--- src/rtl/mul_interlock.sv ---
module mul_interlock #(
  parameter int BUSY_CYCLES = 4,
  localparam int CW = $clog2(BUSY_CYCLES + 1)
) (
  input  logic          clk,
  input  logic          rst,
  input  logic          id_valid,
  input  logic [1:0]    id_class,
  input  logic          advance,
  output logic          id_stall,
  output logic [CW-1:0] busy_left
);

  logic id_user, id_long, issue;
  logic ex_mul, ex_long;
  logic ma_mul, ma_long, ma_first;
  logic ma_done;

  assign id_user = id_class != 2'b00;
  assign id_long = id_class == 2'b10;

  assign id_stall = id_valid &
                    (ex_long | (id_user & (ex_mul | ma_mul | (busy_left != '0))));
  assign issue    = id_valid & advance & ~id_stall;
  assign ma_done  = advance & ma_mul & ~(ma_long & ma_first);

  always_ff @(posedge clk) begin
    if (rst) begin
      ex_mul   <= 1'b0;
      ex_long  <= 1'b0;
      ma_mul   <= 1'b0;
      ma_long  <= 1'b0;
      ma_first <= 1'b0;
    end else if (advance) begin
      ex_mul  <= issue & id_user;
      ex_long <= issue & id_long;
      if (ma_long && ma_first) begin
        ma_first <= 1'b0;
      end else begin
        ma_mul   <= ex_mul;
        ma_long  <= ex_long;
        ma_first <= ex_long;
      end
    end
  end

  always_ff @(posedge clk) begin
    if (rst)
      busy_left <= '0;
    else if (ma_done)
      busy_left <= CW'(BUSY_CYCLES);
    else if (busy_left != '0)
      busy_left <= busy_left - CW'(1);
  end

endmodule


--- config.mk ---
export PLATFORM = sky130hd
export DESIGN_NAME = mul_interlock
export DESIGN_NICKNAME = d
export VERILOG_FILES = /design/src/rtl/mul_interlock.sv
export SDC_FILE = /design/constraint.sdc
export NUM_CORES = 1
export LEC_CHECK = 0
export ABC_CLOCK_PERIOD_IN_PS = 2570
export CORE_AREA = 8 8 45 47
export DETAILED_ROUTE_END_ITERATION = 12
export DIE_AREA = 0 0 53 55
export REMOVE_ABC_BUFFERS = 1
export SYNTH_ARGS = -nofsm -noshare
export SYNTH_HDL_FRONTEND = slang
export SYNTH_SLANG_ARGS = --single-unit
--- constraint.sdc ---
create_clock -name clk -period 2.57 [get_ports clk]
set_input_delay 0.3855 -clock clk [delete_from_list [all_inputs] [get_ports clk]]
set_output_delay 0.3855 -clock clk [all_outputs]
set_load 0.03 [all_outputs]
After elaboration in Yosys (flattened, before gate mapping)
Cells that the tools add are included.
{ "classes": {"n_addsub": 1, "eq_ne": 1, "n_mux": 3, "bitwise_logic": 15, "reduce_logical": 6} }
{ "op_table": {"columns": ["operator", "n"], "rows": [
  ["1-bit AND", 9],
  ["3-bit two-way mux", 2],
  ["2-bit nonzero test", 2],
  ["1-bit inverter", 3],
  ["1-bit bitwise OR", 3],
  ["3-bit nonzero test", 1],
  ["3-bit by 1-bit subtractor with 3-bit output, second input constant", 1],
  ["2-bit equality test, second input constant", 1],
  ["2-bit AND reduction", 1],
  ["2-bit OR reduction", 1],
  ["1-bit logical AND", 1],
  ["1-bit two-way mux", 1]
]} }
{ "word_totals": {"register_bits": 8, "out_inout_bits": 4} }

Longest topological paths before layout
{ "logic_depth": {"depth_word": 8, "depth_mapped": 7, "mapped_depth_nobuf": 6} }

Least setup slack after synthesis
No wires, ideal clock.
{ "synth_timing": {"path_type": "register to output", "from": "reg busy_left[0]", "to": "out id_stall", "t_arrival_ns": 1.523, "required_time_ns": 2.184, "setup_slack_ns": 0.661, "path_stages_with_launch": 7, "path_buffers": 1, "cell_sequence": "dfxtp_1 inv_1 ha_1 ha_1 clkbuf_2 a21oi_1 o21a_1"} }
{ "synth_via": {"elab_chain_len": 5} }
{ "synth_lines": {"columns": ["item", "line_no", "rtl"], "rows": [
  ["start: declaration", "11", "output logic [CW-1:0] busy_left"],
  ["start signal: assignment", "51", "busy_left <= CW'(BUSY_CYCLES);"],
  ["start signal: assignment", "53", "busy_left <= busy_left - CW'(1);"],
  ["3-bit nonzero test", "23", "(ex_long | (id_user & (ex_mul | ma_mul | (busy_left != '0))));"],
  ["1-bit bitwise OR", "23", null],
  ["1-bit AND", "23", null],
  ["1-bit bitwise OR", "23", null],
  ["1-bit AND", "22", "assign id_stall = id_valid &"],
  ["end: declaration", "10", "output logic id_stall,"]
]} }
Every way passes these cells.

Worst setup path in the final report
Same ends and word-level chain as after synthesis.

==> reports/results.tsv <==
stage	metric	value	unit
global_route	vias in the first global route	333	
setup_path	CP startpoint kind	flip-flop	
die	boundary pin count	10	
cts	CTS Buf Count	3	
setup_path	crit path DAT	1.99	ns
hold_path	hold wc startpoint	ma_mul	
route	metal3 WL	21	µm
synthesis	mapped cell area	413	µm²
timing	Setup Total Neg Slack	0	ns
route	DRT iter0 DRCs	6	
placement	Post-DP Area	514	µm²
cts	Clk Latency, worst-skew pair	0.24	ns
route	drt pass-1 iters	4	
pwr	VDD IR max	0.359	mV
route	max layer used	met3	
timing	Final Hold Fails	0	
timing	Max Clock Skew	0.000415	ns
synthesis	syn avg cell area	9.18	µm²
cts	post-CTS setup buffers	0	
timing	pins over their slew limit	0	
timing	unrepaired setup endpoints after global routing	false	
finish	Syn-to-layout area delta	30.0	%
route	drt drc	0	
setup_path	Reg2Reg Setup Slack	1.24	ns
cts	CTS hold repair buffers	0	
route	WL final	742	µm
setup_path	Worst Setup End Kind	output pin	
global_route	largest net degree at the start of global routing	11	
global_route	GRT Total Usage	5.75	%
outcome	run status	complete, no violations	
setup_path	Crit Reg-Reg Endpoint	busy_left[0]	
synthesis	Distinct cells, synth	19	
timing	Tcrit/Tclk final	92.3	%
route	drt wl/cell	10.3	µm
synthesis	Synth Instances	45	
route	met2 routed WL	305	µm
die	Core Area	1380	µm²
die	die area	2920	µm²
setup_path	crit path max fanout	3	
hold_path	Min-Delay Path Depth	2	
die	die width	53	µm
setup_path	CP required	2.18	ns
placement	PortBufs	9	
finish	layout cells sized above 1	8.93	%
die	row cnt	14	
cts	Clock transition at path regs	0.05	ns
cts	CTS resizes	0	
finish	Ant. Diodes	0	
hold_path	min-delay worst type	flip-flop to flip-flop	
cts	Clock Path Buffers	2	
placement	routability congestion estimate	0.665	
global_route	grt ovf	0	
finish	leading cell type in the layout, fill and taps excluded	clkdlybuf4s50_1	
route	drt via density	4.53	
timing	post-route minimum period	2.37	ns
finish	post-route cell area	537	µm²
finish	Final Util	38.8	%
synthesis	Synth warnings	0	
hold_path	Worst Hold Endpoint	busy_left[2]	
pwr	Power Density	858	nW/µm²
timing	Setup Viol. Count Final	0	
timing	Worst-Margin Slew	0.339	ns
finish	NumNets Final	67	
route	DRT antenna net count	0	
finish	most frequent cells in the layout	9 x clkdlybuf4s50_1, 8 x dfxtp_1, 6 x nor2_1	
cts	CTS sink count	8	
job	maxcap violations	0	
die	Initial Utilization	29.8	%
timing	FMAX	422	MHz
synthesis	Seq/Total Area, Yosys	38.8	%
setup_path	WS Path Type	flip-flop to output pin	
setup_path	worst r2r src	busy_left[0]	
route	met1 wire length	415	µm
global_route	first-pass GRT wire length	1260	µm
cts	clk root buf	clkbuf_4	
timing	max-slew headroom at the worst pin	77.3	%
die	die height	55	µm
setup_path	reg2reg path depth	6	
synthesis	Seq cells post-synth	8	
cts	CTS tree	built	
route	total number of vias	326	
placement	post-DP HPWL	587	µm
cts	CTS H-tree depth	1	
pwr	LEAKAGE	0.219	nW
global_route	initial antenna violation count	0	
-- cells by family (layout without fill, tap and decap cells) --
group / count (synthesis) / after routing / synth area share, %
xor+xnor: 1 / 1 / 2.12
fa+ha+maj: 3 / 3 / 9.09
buf+inv: 7 / 18 / 8.48
simple gates: 15 / 15 / 19.1
flops: 8 / 8 / 38.8
compound gates: 8 / 8 / 15.2
mux: 3 / 3 / 7.27
-- worst max-delay path: stages (launching register included) --
cell and delay, ns:
dfxtp_1 0.35, inv_1 0.05, ha_1 0.20, ha_1 0.21
a21oi_1 0.14, o21a_1 0.12, clkdlybuf4s50_1 0.66
-- state kept, by name, indices dropped and copies added (netlist names) --
name,cells
ma_first,1
ex_mul,1
ma_mul,1
ma_long,1
busy_left,3
ex_long,1
-- synth_stat cells (all sizes together) --
| master | number | area share [%] |
|---|---|---|
| a21boi | 1 | 4.5 |
| buf | 1 | 2.7 |
| nor3 | 2 | 2.4 |
| mux2i | 3 | 7.3 |
| o21a | 1 | 1.8 |
| inv | 5 | 4.5 |
| ha | 3 | 9.1 |
| o31ai | 1 | 1.8 |
| nor2 | 6 | 5.5 |
| nand2 | 1 | 0.91 |
| a21oi | 4 | 4.8 |
| or3b | 2 | 4.2 |
| nand4 | 1 | 1.5 |
| o32ai | 1 | 2.1 |
| dfxtp | 8 | 39 |
| nor2b | 1 | 1.5 |
| clkbuf | 1 | 1.2 |
| xor2 | 1 | 2.1 |
| and2 | 2 | 3.0 |
-- how the worst max path moves through the flow --
| stage | start | to | slack [ns] |
|---|---|---|---|
| 5_1_grt | busy_left[0] | id_stall | 0.11 |
| 3_3_place_gp | id_class[0] | id_stall | 0.39 |
| 4_1_cts | busy_left[0] | id_stall | 0.17 |
| 6_report | busy_left[0] | id_stall | 0.20 |
| 2_1_floorplan | busy_left[0] | id_stall | 0.71 |
| 3_5_place_dp | id_class[0] | id_stall | 0.37 |
-- report_power, final --
part / switching [W] / total, W / internal, W
logic: 0.000114 / 0.000212 / 0.0000987
clock network: 0.0000395 / 0.0000928 / 0.0000532
registers: 0.0000133 / 0.000156 / 0.000142
-- layer usage --
layer,vias to the layer above,GRT usage [%]
met5,-,0
met4,0,5.17
met3,0,0.802
met2,7,8.20
met1,145,7.34
li1,174,-
-- area by class of cell --
cell class / instances / area, µm²
Fill cell: 145 / 847
Multi-Input combinational cell: 30 / 218
Sequential cell: 8 / 160
Timing Repair Buffer: 10 / 97.6
Clock buffer: 3 / 22.5
Tap cell: 16 / 20.0
Inverter: 5 / 18.8
-- per-stage QoR --
step	hold slack, ns	power, W	instances	setup WS, ns
2_1_floorplan	0.447	0.000291	43	0.712
3_3_place_gp	0.471	0.000370	69	0.388
3_5_place_dp	0.478	0.000372	69	0.370
4_1_cts	0.486	0.000466	72	0.175
5_1_grt	0.512	0.000497	72	0.107
6_report	0.481	0.000461	72	0.199
Note: power is estimated with default switching activity, not from simulation.
